--- src/rtl/pwm_pkg.sv ---
// Shared helpers for the PWM generator.
// Assumes a 2-bit prescale select with encodings 00, 01 and 1x.
package pwm_pkg;

    // Returns log2 of the prescale factor chosen by the select field.
    function automatic logic [2:0] presc_shift(input logic [1:0] sel);
        case (sel)
            2'b00:   return 3'd0;
            2'b01:   return 3'd2;
            default: return 3'd4;
        endcase
    endfunction

endpackage

--- src/rtl/pwm_timebase.sv ---
// Period timer with its prescaler and sub-count.
// The clock counter spans one timer step (4 x prescale clocks). Its upper
// bits above the prescale shift form the 2-bit sub-count. The next-state
// values are exported so the compare can act in the same clock.
// Assumes that presc_sel is changed only while en is low.
module pwm_timebase
    import pwm_pkg::*;
#(
    parameter int TMR_W = 8,
    parameter int SUB_W = 2,
    parameter int CNT_W = SUB_W + 4
) (
    input  logic             clk,
    input  logic             rst_n,
    input  logic             en,
    input  logic [1:0]       presc_sel,
    input  logic [TMR_W-1:0] period,
    output logic [TMR_W-1:0] tmr_nxt,
    output logic [SUB_W-1:0] sub_nxt,
    output logic             aligned_nxt,
    output logic             roll
);
    logic [TMR_W-1:0] tmr_q;
    logic [CNT_W-1:0] cnt_q, cnt_nxt, last, pmask;
    logic [2:0]       shift;
    logic             step;

    // Decode the step length and the prescale mask from the select field.
    always_comb begin
        shift = presc_shift(presc_sel);
        last  = CNT_W'((32'd1 << (SUB_W + 32'(shift))) - 32'd1);
        pmask = CNT_W'((32'd1 << shift) - 32'd1);
    end

    // Next-state logic for the clock counter and the timer.
    always_comb begin
        step = (cnt_q >= last);
        roll = en && step && (tmr_q == period);
        if (!en) begin
            cnt_nxt = '0;
            tmr_nxt = '0;
        end else if (step) begin
            cnt_nxt = '0;
            tmr_nxt = (tmr_q == period) ? '0 : tmr_q + 1'b1;
        end else begin
            cnt_nxt = cnt_q + 1'b1;
            tmr_nxt = tmr_q;
        end
        sub_nxt     = SUB_W'(cnt_nxt >> shift);
        aligned_nxt = ((cnt_nxt & pmask) == '0);
    end

    // Timer and counter registers.
    always_ff @(posedge clk) begin
        if (!rst_n) begin
            cnt_q <= '0;
            tmr_q <= '0;
        end else begin
            cnt_q <= cnt_nxt;
            tmr_q <= tmr_nxt;
        end
    end

    // a period end restarts the time base at zero.
    a_r2_roll_restarts: assert property (@(posedge clk) disable iff (!rst_n)
        roll |=> (tmr_q == '0 && cnt_q == '0));

    // an idle block holds its timer at zero.
    a_r7_idle_hold: assert property (@(posedge clk) disable iff (!rst_n)
        !en |=> (tmr_q == '0));

endmodule

--- src/rtl/pwm_duty_buf.sv ---
// Two-stage duty storage. The first stage takes software writes at any
// time. The second stage (the active duty) loads from the first stage only
// at a period end, so a period never sees a half-updated value.
module pwm_duty_buf #(
    parameter int HI_W = 8,
    parameter int LO_W = 2,
    localparam int D_W = HI_W + LO_W
) (
    input  logic            clk,
    input  logic            rst_n,
    input  logic            hi_wr,
    input  logic [HI_W-1:0] hi_d,
    input  logic            lo_wr,
    input  logic [LO_W-1:0] lo_d,
    input  logic            roll,
    output logic [D_W-1:0]  pend,
    output logic [D_W-1:0]  act_q,
    output logic [D_W-1:0]  act_nxt
);
    logic [HI_W-1:0] hi_q;
    logic [LO_W-1:0] lo_q;

    // Software-written stage, each part with its own strobe.
    always_ff @(posedge clk) begin
        if (!rst_n) begin
            hi_q <= '0;
            lo_q <= '0;
        end else begin
            if (hi_wr) hi_q <= hi_d;
            if (lo_wr) lo_q <= lo_d;
        end
    end

    // Pending value and the value the active stage is about to take.
    always_comb begin
        pend    = {hi_q, lo_q};
        act_nxt = roll ? pend : act_q;
    end

    // Active stage, loaded at period end only.
    always_ff @(posedge clk) begin
        if (!rst_n) act_q <= '0;
        else        act_q <= act_nxt;
    end

    // the active duty only moves at a period end.
    a_r4_active_hold: assert property (@(posedge clk) disable iff (!rst_n)
        !roll |=> $stable(act_q));

endmodule

--- src/rtl/pwm_postscale.sv ---
// Counts period ends and pulses once every (div_sel + 1) of them.
// Cleared while the block is disabled.
module pwm_postscale #(
    parameter int POST_W = 4
) (
    input  logic              clk,
    input  logic              rst_n,
    input  logic              en,
    input  logic              roll,
    input  logic [POST_W-1:0] div_sel,
    output logic              evt
);
    logic [POST_W-1:0] cnt_q;

    // Period-end counter and its registered pulse.
    always_ff @(posedge clk) begin
        if (!rst_n || !en) begin
            cnt_q <= '0;
            evt   <= 1'b0;
        end else begin
            evt <= 1'b0;
            if (roll) begin
                if (cnt_q == div_sel) begin
                    cnt_q <= '0;
                    evt   <= 1'b1;
                end else begin
                    cnt_q <= cnt_q + 1'b1;
                end
            end
        end
    end

    // the pulse only follows a period end.
    a_r8_evt_on_roll: assert property (@(posedge clk) disable iff (!rst_n)
        !roll |=> !evt);

endmodule

--- src/rtl/pwm_dbuf10.sv ---
// Top of the double-buffered PWM generator.
// The output latch is set at a period end and cleared when the next
// {timer, sub-count} equals the active duty on a prescale boundary.
// Clearing takes priority, so a zero duty never sets the latch. A duty
// beyond the period never matches, so the latch stays high.
module pwm_dbuf10 #(
    parameter int TMR_W  = 8,
    parameter int SUB_W  = 2,
    parameter int POST_W = 4,
    localparam int D_W   = TMR_W + SUB_W
) (
    input  logic              clk,
    input  logic              rst_n,
    input  logic              pwm_en,
    input  logic [1:0]        presc_sel,
    input  logic [TMR_W-1:0]  period_val,
    input  logic [TMR_W-1:0]  duty_hi,
    input  logic              duty_hi_wr,
    input  logic [SUB_W-1:0]  duty_lo,
    input  logic              duty_lo_wr,
    input  logic [POST_W-1:0] post_sel,
    output logic              pwm_out,
    output logic [D_W-1:0]    duty_active,
    output logic              post_evt
);
    logic [TMR_W-1:0] tmr_nxt;
    logic [SUB_W-1:0] sub_nxt;
    logic             aligned_nxt, roll, match, out_q;
    logic [D_W-1:0]   pend, act_nxt;

    pwm_timebase #(.TMR_W(TMR_W), .SUB_W(SUB_W)) u_tb (
        .clk(clk), .rst_n(rst_n), .en(pwm_en), .presc_sel(presc_sel),
        .period(period_val), .tmr_nxt(tmr_nxt), .sub_nxt(sub_nxt),
        .aligned_nxt(aligned_nxt), .roll(roll)
    );

    pwm_duty_buf #(.HI_W(TMR_W), .LO_W(SUB_W)) u_buf (
        .clk(clk), .rst_n(rst_n), .hi_wr(duty_hi_wr), .hi_d(duty_hi),
        .lo_wr(duty_lo_wr), .lo_d(duty_lo), .roll(roll), .pend(pend),
        .act_q(duty_active), .act_nxt(act_nxt)
    );

    pwm_postscale #(.POST_W(POST_W)) u_post (
        .clk(clk), .rst_n(rst_n), .en(pwm_en), .roll(roll),
        .div_sel(post_sel), .evt(post_evt)
    );

    // Duty compare against the time base the next clock will show.
    always_comb begin
        match = pwm_en && aligned_nxt && ({tmr_nxt, sub_nxt} == act_nxt);
    end

    // Output latch: cleared on disable or match, set at a period end.
    always_ff @(posedge clk) begin
        if (!rst_n || !pwm_en) out_q <= 1'b0;
        else if (match)        out_q <= 1'b0;
        else if (roll)         out_q <= 1'b1;
    end

    assign pwm_out = out_q;

    // a zero duty handed over at a period end keeps the output low.
    a_r5_zero_low: assert property (@(posedge clk) disable iff (!rst_n)
        (roll && pend == '0) |=> !pwm_out);

    // a non-zero duty handed over at a period end sets the output.
    a_r3_roll_sets: assert property (@(posedge clk) disable iff (!rst_n)
        (roll && pend != '0) |=> pwm_out);

    // disabling forces the output low.
    a_r7_off_low: assert property (@(posedge clk) disable iff (!rst_n)
        !pwm_en |=> !pwm_out);

endmodule

--- config.mk ---
export PLATFORM = sky130hd
export DESIGN_NAME = pwm_dbuf10
export DESIGN_NICKNAME = d
export VERILOG_FILES = /design/src/rtl/pwm_pkg.sv /design/src/rtl/pwm_timebase.sv /design/src/rtl/pwm_duty_buf.sv /design/src/rtl/pwm_postscale.sv /design/src/rtl/pwm_dbuf10.sv
export SDC_FILE = /design/constraint.sdc
export NUM_CORES = 1
export LEC_CHECK = 0
export ABC_AREA = 0
export CAP_MARGIN = 20
export CORE_MARGIN = 5
export CORE_UTILIZATION = 46
export CTS_CLUSTER_SIZE = 40
export DETAILED_ROUTE_END_ITERATION = 6
export GPL_TIMING_DRIVEN = 0
export PLACE_DENSITY = 0.78
export SETUP_SLACK_MARGIN = 0.1
export SLEW_MARGIN = 15
export SYNTH_ARGS = -nofsm -noshare
export SYNTH_HDL_FRONTEND = slang
export SYNTH_HIERARCHICAL = 1
export SYNTH_SLANG_ARGS = --single-unit
--- constraint.sdc ---
create_clock -name clk -period 5.25 [get_ports clk]
set_input_delay 1.05 -clock clk [delete_from_list [all_inputs] [get_ports clk]]
set_output_delay 1.05 -clock clk [all_outputs]
set_load 0.05 [all_outputs]
# --- Yosys cells after proc, flatten, opt, wreduce, memory -nomap -nowiden ---
# Cells that the tools add are included.
totals:
  regBits: 40
  output_inout_bits: 12
  word_cells: 44
op_classes:
  n_addsub: 6
  magnitude_cmp: 1
  n_eq_ne: 4
  shifts: 3
  n_mux: 9
  bitwise_logic: 2
  reduce_logical: 11
ops:
  columns: ["cell", "count"]
  rows:
  - ["$shl A1 B32 Y6 const A", 1]
  - ["$mux W8", 3]
  - ["$mux W6", 2]
  - ["$sub A6 B1 Y6 const B", 2]
  - ["$eq A10 B10 Y1", 1]
  - ["$mux W10", 1]
  - ["$add A8 B1 Y8 const B", 1]
  - ["$eq A8 B8 Y1", 1]
  - ["$add A6 B1 Y6 const B", 1]
  - ["$and A6 B6 Y6", 1]
  - ["$ge A6 B6 Y1", 1]
  - ["$logic_not A6 Y1", 1]
  - ["$pmux W3 S2", 1]
  - ["$shl A1 B3 Y6 const A", 1]
  - ["$shr A6 B3 Y2", 1]
  - ["$add A2 B3 Y4 const A", 1]
  - ["$add A4 B1 Y4 const B", 1]
  - ["$eq A4 B4 Y1", 1]
  - ["$logic_and A1 B1 Y1", 4]
  - ["$mux W4", 1]
  - ["$reduce_or A2 Y1", 2]
  - ["$eq A2 B1 Y1 const B", 1]
  - ["$logic_not A1 Y1", 2]
  - ["$logic_not A2 Y1", 1]
  - ["other kinds (3)", 3]

# --- Logic depth before layout (Yosys ltp) ---
# Gate-level depths: netlist (run 1).
logic_depth:
  ltp_word: 13
  depth_mapped: 11
  ltp_nobuf: 10

# --- Modules after synthesis ---
# Netlist (run 1), hierarchy kept.
modules_own_cells:
  columns: ["mod", "n_inst", "cells_each", "area_per_inst_um2", "seq_area_each_um2"]
  rows:
  - ["pwm_timebase", 1, 128, 1078.5, 280.3]
  - ["pwm_duty_buf", 1, 64, 802.0, 400.4]
  - ["pwm_postscale", 1, 29, 281.5, 100.1]
  - ["pwm_dbuf10", 1, 16, 147.6, 20.0]

# --- Worst setup path after synthesis (run 1) ---
# Ideal clock, no wire load.
synth_timing:
  kind: "input -> register"
  start: "input port period_val[7]"
  end: "register out_q (netlist: pwm_out)"
  arrival_time_ns: 3.135
  t_required_ns: 5.125
  path_slack_ns: 1.989
  cell_stages: 10
  path_cell_list: "xor2_1 nor4_1 nand2_1 buf_2 nor3b_1 buf_6 mux2_4 xor2_1 nor4_2 a31oi_1"
synth_between:
  elab_cells_between_ends: 9
  classes_between: "eq/ne (2); mux (4); reduce/logical (3)"
synth_rtl:
  columns: ["element", "line", "source"]
  rows:
  - ["from (decl)", "pwm_dbuf10.sv:16", "input logic [TMR_W-1:0] period_val,"]
  - ["$eq A8 B8 Y1", "pwm_timebase.sv:38", "roll = en && step && (tmr_q == period);"]
  - ["$logic_and A1 B1 Y1", "pwm_timebase.sv:38", null]
  - ["net roll", "pwm_dbuf10.sv:28", "logic aligned_nxt, roll, match, out_q;"]
  - ["$mux W10", "pwm_duty_buf.sv:37", "act_nxt = roll ? pend : act_q;"]
  - ["net act_nxt[2]", "pwm_dbuf10.sv:29", "logic [D_W-1:0] pend, act_nxt;"]
  - ["$eq A10 B10 Y1", "pwm_dbuf10.sv:50", "match = pwm_en && aligned_nxt && ({tmr_nxt, sub_nxt} == act_nxt);"]
  - ["$logic_and A1 B1 Y1", "pwm_dbuf10.sv:50", null]
  - ["$reduce_or A2 Y1 (no source line)", null, null]
  - ["to (signal assigned)", "pwm_dbuf10.sv:55", "if (!rst_n || !pwm_en) out_q <= 1'b0;"]
  - ["to (signal assigned)", "pwm_dbuf10.sv:56", "else if (match) out_q <= 1'b0;"]
  - ["to (signal assigned)", "pwm_dbuf10.sv:57", "else if (roll) out_q <= 1'b1;"]
  - ["to (decl)", "pwm_dbuf10.sv:28", null]
# The timed path passes the listed nets, and every way through them passes these cells.
# A chain may end at the register's enable or synchronous reset.

# --- Worst setup path after layout (run 1) ---
layout_timing:
  start: "input port presc_sel[1]"
  end: "register out_q (netlist: pwm_out)"
layout_between:
  elab_cells_between_ends: 23
  classes_between: "add/sub (3); order compare (1); eq/ne (2); shift (3); mux (6); bitwise (1); reduce/logical (7)"
layout_rtl:
  columns: ["element", "line", "source"]
  rows:
  - ["from (decl)", "pwm_dbuf10.sv:15", "input logic [1:0] presc_sel,"]
  - ["$eq A2 B1 Y1 or $logic_not A2 Y1 (tied branches)", "pwm_pkg.sv:7", "case (sel)"]
  - ["$pmux W3 S2 (*)", "pwm_pkg.sv:7", null]
  - ["$add A2 B3 Y4 (*)", "pwm_timebase.sv:31", "last = CNT_W'((32'd1 << (SUB_W + 32'(shift))) - 32'd1);"]
  - ["$shl A1 B32 Y6 (*)", "pwm_timebase.sv:31", null]
  - ["$sub A6 B1 Y6 (*)", "pwm_timebase.sv:31", null]
  - ["$ge A6 B6 Y1 (*)", "pwm_timebase.sv:37", "step = (cnt_q >= last);"]
  - ["$logic_and A1 B1 Y1 (*) (2 in a row)", "pwm_timebase.sv:38", null]
  - ["net roll", "pwm_dbuf10.sv:28", null]
  - ["$mux W10 (*)", "pwm_duty_buf.sv:37", null]
  - ["net act_nxt[2]", "pwm_dbuf10.sv:29", null]
  - ["$eq A10 B10 Y1 (*)", "pwm_dbuf10.sv:50", null]
  - ["$logic_and A1 B1 Y1 (*)", "pwm_dbuf10.sv:50", null]
  - ["$reduce_or A2 Y1 (no source line) (*)", null, null]
# Mark *: on every way through the listed nets, which the timed path passes. The rest lies on a longest branch.

==> metrics.md, run 1 <==
| Metric | Value |
|---|---|
| Max stage delay on crit path | 0.60 ns |
| Die ar. | ~0.0065 mm^2 |
| Filler cells | 410 |
| H-tree lvl count | 2 |
| PD cells | 205 mW/mm^2 |
| Register area share after synthesis | between 30% and 40% |
| Synth cell types | roughly 40 |
| DR iter-0 viols | 212 |
| Seq pwr share | between 50 and 60% |
| Total GRT Usage | between 10% and 20% |
| Initial Utilization | roughly half |
| DRC | 0 |
| Internal power | ~0.45 mW |
| Max Cap Viol | 0 |
| Fin. Hold Viols | 0 |
| Skew final | 0.0125 ns |
| Chip width | roughly 80 um |
| Clock Power Share | around 37% |
| CP most frequent cell | nor2_1 |
| I/O pin count | slightly above 40 |
| Pin count of the biggest net entering global routing | 14 |
| Post-synth net total | 274 |
| Inserted Diodes | 0 |
| Max VDD drop | approximately 0.14 mV |
| Final nets | 320 |
| Average cell area after synthesis | between 9 and 10 um^2 |
| Worst Setup Start Kind | input port |
| Slowest CP cell | clkdlybuf4s50_1 |
| Relative slew slack | around a third |
| Final setup fails | 0 |
| Initial antenna violation count | 0 |
| Hold buffer count at cts | 0 |
| CP Cell Sequence | clkdlybuf4s50_1, inv_1, ha_1, nand3_1, nor2_1, nor2_1, nor3b_1, buf_6, mux2_4, xor2_1, nor4_2, a31oi_1 |
| Crit end category | flop |
| Top delay family on crit path | simple AND/OR/NAND/NOR gates |
| Aggregate routed wire length | between 4000 and 5000 um |
| Setup CP Type | input port to flop |
| Comb pwr share | roughly 9.9% |
| Worst-path clk slew | about 0.08 ns |
| Hold WS | about 0.52 ns |
| Share of cells above drive strength 1 | ~12% |
| Antenna-violating nets left | 0 |
| Final period demand of the worst path | between 3 and 4 ns |
| Total number of vias | ~1.9k |
| Area growth syn-to-layout | 24.8% |
| Core area | ~0.0048 mm^2 |
| Status | finished, final reports clean |
| CTS buffer count | 5 |
| Buffers on Ports | 39 |
| Ys Warns | 6 |
| Max Freq | roughly 260 MHz |
| Register area | roughly 800 um^2 |
| DP Area | 0.00278 mm^2 |
| Avg Vias per Cell | approximately 5.3 |
| HPWL Detailed | 3700 um |
| CP Buf/Inv Count | 3 |
| NetSw | 0.143 mW |
| First-pass GRT wire length | about 8300 um |
| Leakage | around 1.2 nW |
| Switching part of the total | between 20% and 30% |
| Vias in the first global route | around 1.8k |
| CTS Sinks | 40 |
| Root buf cell | clkbuf_8 |
| RD Place Congestion | between 0.8 and 0.9 |
| Final Max Tran Viols | 0 |
| Worst-Skew Late Latency | between 0.3 and 0.4 ns |
| WL/cell | about 14 um |
| Post-synth EDFFs | 0 |
| Critical-path maximum fanout | 10 |
| Cells after synthesis | 237 |
| Post-CTS Setup Repair Bufs | 0 |
| Req. time, crit path | approximately 5.4 ns |
| Unrepaired setup endpoints after global routing | no |
| Period utilization | roughly three quarters |
| Die Span Y | roughly 80 um |
| Max Buffers Root-to-Sink | 2 |
| Congestion Overflow GR | 0 |
| CP arrival | between 4 and 5 ns |
| Synth Cell Area | roughly 0.0023 mm^2 |
| Fin area | slightly below 0.003 mm^2 |
| Asr flop ratio synth | 0% |
| Post-cts sizing count | 0 |
| Area of the multi-input gates | ~0.0014 mm^2 |
| Top_reg_cell synth | dfxtp_1 |
| Min-Delay Path Class | flop to flop |
| Setup TNS | 0 ns |
| CTS tree | built |
| Cell row count | 25 |
| Worst slew pin tran | between 1 and 1.5 ns |
| #FFs+latches synth | 40 |
| DRT Pass-1 Iters | 4 |
-- cells in the final DEF (no fill, tap or decap), drive strengths merged, types with 2 or more instances in the layout --
cell type      count
a21oi              6
dfxtp             40
a221o              7
and4b              2
a31o               5
o211ai             2
nor2              16
and3               5
inv                3
nor4               5
a22o               5
nand4              4
nor2b             12
clkinvlp           2
nand2             11
and4               7
nand3              8
a21boi             3
ha                 8
and2              11
mux2i             11
buf                7
nor3b              2
xnor2              9
clkdlybuf4s50     39
a211oi             5
mux2              10
clkbuf            11
xor2              19
-- state kept, by name, indices dropped and copies added, names as in the netlist --
register,flops
u_post/evt,1
u_tb/tmr_q,8
u_buf/act_q,10
pwm_out,1
u_buf/lo_q,2
u_buf/hi_q,8
u_post/cnt_q,4
u_tb/cnt_q,6
-- cells in the mapped netlist (all sizes together), types with 4 or more instances --
cell type,instances,area [um^2]
a221o,7,70.1
a21oi,6,30.0
ha,8,100
a31o,5,43.8
and2,11,71.3
nor2b,12,75.1
and4,7,61.3
mux2i,11,110
nor4,5,43.8
xor2,19,166
buf,7,53.8
xnor2,9,78.8
mux2,10,150
nand3,8,40.0
clkbuf,5,18.8
nand4,4,25.0
a211oi,5,37.5
dfxtp,40,801
nor2,16,60.1
a22o,5,43.8
nand2,11,41.3
and3,5,36.3
-- power groups by stage --
stage	clock network [mW]	registers (mW)	logic, mW
4_1_cts	0.227	0.312	0.0588
3_5_place_dp	0	0.319	0.0585
3_3_place_gp	0	0.319	0.0569
2_1_floorplan	0	0.318	0.0286
6_report	0.221	0.312	0.0585
5_1_grt	0.239	0.313	0.0644
-- worst paths after layout --
| path | slack, ns | start | depth (start not counted) | to |
|---|---|---|---|---|
| worst max-delay path | 1.42 | presc_sel[1] | 12 | pwm_out |
| worst min-delay path | 0.52 | u_post/cnt_q[3] | 2 | u_post/cnt_q[3] |
| worst max register to register | 2.27 | u_tb/tmr_q[2] | 11 | pwm_out |
| worst min register to register | 0.52 | u_post/cnt_q[3] | 2 | u_post/cnt_q[3] |
-- layer usage --
layer  vias to the layer above  share of wire, %  global-route usage [%]
met5                         -                 0                       0
met4                         0               2.0                    6.93
met3                        10               6.6                    3.99
met2                        66                46                    26.1
met1                       842                46                    21.0
li1                        951                 -                       -
-- stage by stage --
step | worst slack (ns) | cells | power (mW) | util, %
floorplan | 1.99 | 237 | 0.347 | -
finish | 1.42 | 351 | 0.591 | 60.2
global route | 1.21 | 351 | 0.616 | 60.2
detailed placement | 1.11 | 343 | 0.377 | 58.2
CTS | 1.38 | 351 | 0.598 | 60.2
global placement | 1.14 | 343 | 0.376 | 58.2
-- final cells by class --
cell class / count / area share (%)
Multi-Input combinational cell: 182 / 49.5
Sequential cell: 40 / 27.8
Timing Repair Buffer: 39 / 13.5
Tap cell: 67 / 2.91
Clock buffer: 6 / 2.87
Buffer: 12 / 2.52
Clock inverter: 2 / 0.521
Inverter: 3 / 0.391
-- worst reg2reg max path, stage by stage (launching register included) --
cell and delay, ns:
dfxtp_1 0.30, buf_2 0.16, xor2_1 0.18, nor4_2 0.26, nand2_1 0.21, buf_2 0.24
nor3b_1 0.40, buf_6 0.24, mux2_4 0.32, xor2_1 0.17, nor4_2 0.27, a31oi_1 0.11
-- cells by family after synthesis --
group	share of synthesized area, %
multiplexers	11.3
adder cells (fa/ha/maj)	4.33
buffers and inverters	3.63
AO/OA/AOI/OAI	11.9
AND/OR/NAND/NOR	23.6
XOR/XNOR	10.6
flip-flops	34.7
Power figures use the tool's default switching activity.
==> run 2, diff against run 1 <==
clock period = 3.6 ns   (was 5.25 ns; I/O delays follow)
==> run 2 against run 1 <==
Sequential share of layout area is 0.14 points lower. Worst hold slack worse by 0.0025 ns. Die area stayed put. Clock power is 45% higher. Design area is 0.52% higher. Clock-buffer cell count stayed put. Flip-flop and latch count stayed put. Clock skew is 0.0016 ns lower. Via count is 0.21% lower. Routed wire length is 0.25% lower. Critical path depth stayed put.
==> metrics.md, run 2 (same netlist as run 1, synthesis figures left out) <==
| Metric | Value |
|---|---|
| WL/cell | 13.9 um (-0.25%) |
| Die ar. | 0.00654 mm^2 (unchanged) |
| Final core utilization | 60.5% (+0.31 points) |
| Fin. Hold Viols | 0 (unchanged) |
| CP Cell Sequence | clkdlybuf4s50_1, inv_1, ha_1, nand3_1, nor2_2, nor2_2, nor3b_2, buf_6, mux2_4, xor2_1, nor4_2, a31oi_1 |
| Root buf cell | clkbuf_8 |
| CP arrival | 3.48 ns (-0.54 ns) |
| HPWL Detailed | 3700 um (unchanged) |
| Cell row count | 25 (unchanged) |
| CTS tree | built |
| Skew final | 0.0109 ns (-0.00157 ns) |
| Chip width | 80.9 um (unchanged) |
| Final period demand of the worst path | around 3.3 ns |
| Req. time, crit path | 3.79 ns (-1.65 ns) |
| Pwr Total | 0.862 mW (+46%) |
| Setup CP Type | input port to flop |
| Hold buffer count at cts | 0 (unchanged) |
| Critical-path maximum fanout | 10 (unchanged) |
| PD cells | 297 mW/mm^2 (+45%) |
| R2R Setup Slk | 0.74 ns (-1.53 ns) |
| Pre-CTS WS | -0.210 ns (-1.32 ns) |
| Area growth syn-to-layout | 25.4% |
| Biggest regs | u_buf/act_q (10), u_buf/hi_q (8), u_tb/tmr_q (8) |
| First-pass GRT wire length | 8270 um (unchanged) |
| Pin count of the biggest net entering global routing | 14 (unchanged) |
| Die Span Y | 80.9 um (unchanged) |
| Total number of vias | 1865 (-0.21%) |
| Relative slew slack | 64.8% (+32 points) |
| Buffers on Ports | 39 (unchanged) |
| Avg Vias per Cell | 5.31 (-0.21%) |
| Max Cap Viol | 0 (unchanged) |
| Antenna-violating nets left | 0 (unchanged) |
| Share of cells above drive strength 1 | 13.0% (+1.4 points) |
| Path depth of the worst reg2reg path | 11 (unchanged) |
| Worst-path clk slew | 0.08 ns (about the same) |
| Final Max Tran Viols | 0 (unchanged) |
| Worst slew pin tran | 0.526 ns (-0.474 ns) |
| Congestion Overflow GR | 0 (unchanged) |
| CP most frequent cell | nor2_2 |
| CTS buffer count | 5 (unchanged) |
| Final worst slack | 0.306 ns (-1.11 ns) |
| Leakage | 1.21 nW (+0.44%) |
| Worst-Skew Late Latency | 0.30 ns (about the same) |
| DRC | 0 (unchanged) |
| Commonest non-fill, non-tap cell in the layout | dfxtp_1 |
| Initial antenna violation count | 0 (unchanged) |
| Crit end category | flop |
| Post-CTS Setup Repair Bufs | 0 (unchanged) |
| Initial Utilization | 48.3% (unchanged) |
| Hold depth | 1 (-1) |
| Total GRT Usage | 16.3% (unchanged) |
| RD Place Congestion | 0.823 (unchanged) |
| Final nets | 320 (unchanged) |
| I/O pin count | 41 (unchanged) |
| Max stage delay on crit path | 0.61 ns (about the same) |
| Period utilization | 91.5% |
| DR iter-0 viols | 219 (+3.3%) |
| Vias in the first global route | 1807 (unchanged) |
| Status | finished, final reports clean |
| Most frequent cells in the layout | dfxtp_1, clkdlybuf4s50_1, xor2_1, nor2_1, nor2b_1 |
| Slowest CP cell | clkdlybuf4s50_1 |
| Max VDD drop | 0.203 mV (+46%) |
| Max reg flops | 10 (unchanged) |
| Unrepaired setup endpoints after global routing | no |
| Max Freq | 304 MHz |
| H-tree lvl count | 2 (unchanged) |
| CTS Sinks | 40 (unchanged) |
| Worst Setup Start Kind | input port |
| Aggregate routed wire length | 4880 um (-0.25%) |
| Max Buffers Root-to-Sink | 2 (unchanged) |
| Core area | 0.00479 mm^2 (unchanged) |
| DRT Pass-1 Iters | 4 (unchanged) |
| Inserted Diodes | 0 (unchanged) |
| Min-Delay Path Class | flop to flop |
| Filler cells | 407 (-0.73%) |
| Top reg by flops | u_buf/act_q |
| Final setup fails | 0 (unchanged) |
[run 2: critical path, delay by kind of cell]
family	cells	cell delay, ns
muxes	1	0.32
xor gates and xnor gates	1	0.17
adders and majority gates	1	0.32
AOI/OAI and AO/OA	1	0.11
buffers and inverters	3	0.93
and+or+nand+nor	5	0.91
[run 2: layout make-up]
class	count	area, um^2	share of cell area, %
clock buffers	6	82.6	2.85
clock inverters	2	15.0	0.518
multi-input cells	182	1440	49.7
repair buffers	39	390	13.5
plain buffers	12	72.6	2.51
flip-flops and latches	40	801	27.6
well taps	67	83.8	2.89
inverters	3	11.3	0.389
[run 2: worst paths after layout]
check | start | end
max | presc_sel[1] | pwm_out
min | u_tb/cnt_q[0] | u_tb/cnt_q[0]
max reg2reg | u_tb/tmr_q[2] | pwm_out
min reg2reg | u_tb/cnt_q[0] | u_tb/cnt_q[0]
[run 2: where the power goes]
group	internal (mW)	switching [mW]
combinational	0.0485	0.0371
sequential	0.450	0.00495
clock	0.155	0.166
[run 2: layer usage]
layer | part of all wire (%) | GRT usage, %
met2 | 46 | 26.1
met4 | 1.9 | 6.93
met3 | 6.7 | 3.99
met1 | 46 | 21.0
met5 | 0 | 0
[run 2: what timing repair did]
action | in CTS | in global routing
gates resized for setup | 1 | 3
pin swaps | 0 | 1
endpoints found under the setup margin | 1 | 1
[run 2: per-stage QoR]
stage | TNS, ns | instance area, um^2 | hold slack, ns | std cells
3_3_place_gp | -0.183 | 2780 | 0.483 | 343
6_report | 0 | 2900 | 0.521 | 351
4_1_cts | 0 | 2890 | 0.523 | 351
5_1_grt | 0 | 2900 | 0.549 | 351
2_1_floorplan | 0 | 2310 | 0.457 | 237
3_5_place_dp | -0.210 | 2780 | 0.506 | 343
==> run 3, diff against run 2 <==
RECOVER_POWER = 100   (was default)
==> run 3 against run 2 <==
Cell count unchanged. Non-clock buffer count unchanged. Largest power group unchanged. Worst setup slack got worse by 0.026 ns. Highest routed layer unchanged.
==> metrics.md, run 3 (same netlist as run 1, synthesis figures left out) <==
| Metric | Value |
|---|---|
| Status | finished, final reports clean |
| Final setup fails | 0 (unchanged) |
| First-pass GRT wire length | 8270 um (unchanged) |
| Chip width | 80.9 um (unchanged) |
| DRT Pass-1 Iters | 4 (unchanged) |
| DP Area | 0.00278 mm^2 (unchanged) |
| PD cells | 301 mW/mm^2 (+1.0%) |
| Unrepaired setup endpoints after global routing | no |
| Final core utilization | 59.8% (-0.68 points) |
| Setup CP Type | input port to flop |
| CP arrival | 3.51 ns (+0.03 ns) |
| Die Span Y | 80.9 um (unchanged) |
| Avg Vias per Cell | 5.37 (+1.1%) |
| CTS buffer count | 5 (unchanged) |
| Congestion Overflow GR | 0 (unchanged) |
| CTS Sinks | 40 (unchanged) |
| Biggest regs | u_buf/act_q (10), u_buf/hi_q (8), u_tb/tmr_q (8) |
| Period utilization | 92.2% (+0.72 points) |
| Cell row count | 25 (unchanged) |
| Worst-path clk slew | 0.08 ns (about the same) |
| Aggregate routed wire length | 4900 um (+0.47%) |
| Buffers on Ports | 39 (unchanged) |
| Initial Utilization | 48.3% (unchanged) |
| Final Max Tran Viols | 0 (unchanged) |
| Die ar. | 0.00654 mm^2 (unchanged) |
| Initial antenna violation count | 0 (unchanged) |
| Worst slew pin tran | 0.669 ns (+0.143 ns) |
| Total GRT Usage | 16.3% (unchanged) |
| Filler cells | 418 (+2.7%) |
| Critical-path maximum fanout | 10 (unchanged) |
| Post-CTS Setup Repair Bufs | 0 (unchanged) |
| Worst Setup Start Kind | input port |
| Leakage | 1.26 nW (+3.8%) |
| H-tree lvl count | 2 (unchanged) |
| I/O pin count | 41 (unchanged) |
| Root buf cell | clkbuf_8 |
| Max VDD drop | 0.209 mV (+2.9%) |
| Total number of vias | 1885 (+1.1%) |
| Skew final | 0.0114 ns (+0.000465 ns) |
| CTS tree | built |
| Crit end category | flop |
| Fin. Hold Viols | 0 (unchanged) |
| Final worst slack | 0.280 ns (-0.0260 ns) |
| Relative slew slack | 54.8% (-10 points) |
| Most frequent cells in the layout | dfxtp_1, clkdlybuf4s50_1, xor2_1, nor2_1, dlygate4sd3_1 |
| Req. time, crit path | 3.79 ns (about the same) |
| Final period demand of the worst path | 3.32 ns (+0.0260 ns) |
| Fin area | 0.00286 mm^2 (-1.1%) |
| Share of cells above drive strength 1 | 10.2% (-2.8 points) |
| WL/cell | 14.0 um (+0.47%) |
| Top reg by flops | u_buf/act_q |
| Max reg flops | 10 (unchanged) |
| Worst-Skew Late Latency | 0.30 ns (about the same) |
| DR iter-0 viols | 181 (-17%) |
| Hold buffer count at cts | 0 (unchanged) |
| Area growth syn-to-layout | 24.0% |
| Core area | 0.00479 mm^2 (unchanged) |
| Pre-CTS WS | -0.210 ns (unchanged) |
| Inserted Diodes | 0 (unchanged) |
| Max Cap Viol | 0 (unchanged) |
| DRC | 0 (unchanged) |
| Min-Delay Path Class | flop to flop |
| Max Buffers Root-to-Sink | 2 (unchanged) |
| RD Place Congestion | 0.823 (unchanged) |
| Commonest non-fill, non-tap cell in the layout | dfxtp_1 |
| Max Freq | 301 MHz (-0.78%) |
| Pin count of the biggest net entering global routing | 14 (unchanged) |
| Vias in the first global route | 1807 (unchanged) |
| Final nets | 320 (unchanged) |
| Pwr Total | 0.861 mW (about the same) |
| Register area | 801 um^2 (unchanged) |
| HPWL Detailed | 3700 um (unchanged) |
| Area of the multi-input gates | 0.00141 mm^2 (-2.3%) |
| Antenna-violating nets left | 0 (unchanged) |
run 3: cell types whose count changed in the layout (fill, tap and decap cells not counted), sizes merged:
cell / previous run / this run
clkdlybuf4s50: 39 / 26
dlygate4sd3: 0 / 13
run 3: metal layers:
metal / global-route usage (%) / wire length (um)
met5: 0 / 0
met3: 3.99 / 320
met1: 21.0 / 2200
met2: 26.1 / 2280
met4: 6.93 / 99
run 3: power by group:
part | switching [mW] | internal, mW | total [mW]
Combinational | 0.0369 | 0.0481 | 0.0850
Clock | 0.166 | 0.155 | 0.321
Sequential | 0.00485 | 0.450 | 0.455
run 3: final cells by class:
cell class,instances,area share (%)
inverters,3,0.393
repair buffers,39,13.6
plain buffers,12,2.53
flip-flops and latches,40,28.0
well taps,67,2.93
multi-input cells,182,49.1
clock inverters,2,0.524
clock buffers,6,2.88
run 3: stage by stage:
step                      TNS, ns  hold WS [ns]  instances
after detailed placement   -0.210         0.506        343
final                           0         0.521        351
after floorplan                 0         0.457        237
after CTS                       0         0.523        351
after global placement     -0.183         0.483        343
after global routing            0         0.543        351
run 3: what timing repair did:
action | CTS | global route
endpoints found under the setup margin | 1 | 1
cloned | 0 | 0
pin swaps | 0 | 1
gates resized for setup | 1 | 3
run 3: critical path, stage by stage:
cell and delay [ns]:
clkdlybuf4s50_1 0.60, inv_1 0.10, ha_1 0.32, nand3_1 0.09
nor2_2 0.18, nor2_2 0.11, nor3b_2 0.27, buf_6 0.21
mux2_1 0.36, xor2_1 0.18, nor4_2 0.27, a31oi_1 0.11
run 3: path summary, 6_finish.rpt:
path                                 endpoint  slack (ns)           from  cells after the start
worst min register to register  u_buf/lo_q[0]        0.52  u_buf/lo_q[0]                      2
worst max-delay path                  pwm_out        0.28   presc_sel[1]                     12
worst min-delay path            u_buf/lo_q[0]        0.52  u_buf/lo_q[0]                      2
worst max register to register        pwm_out        0.71  u_tb/tmr_q[2]                     11
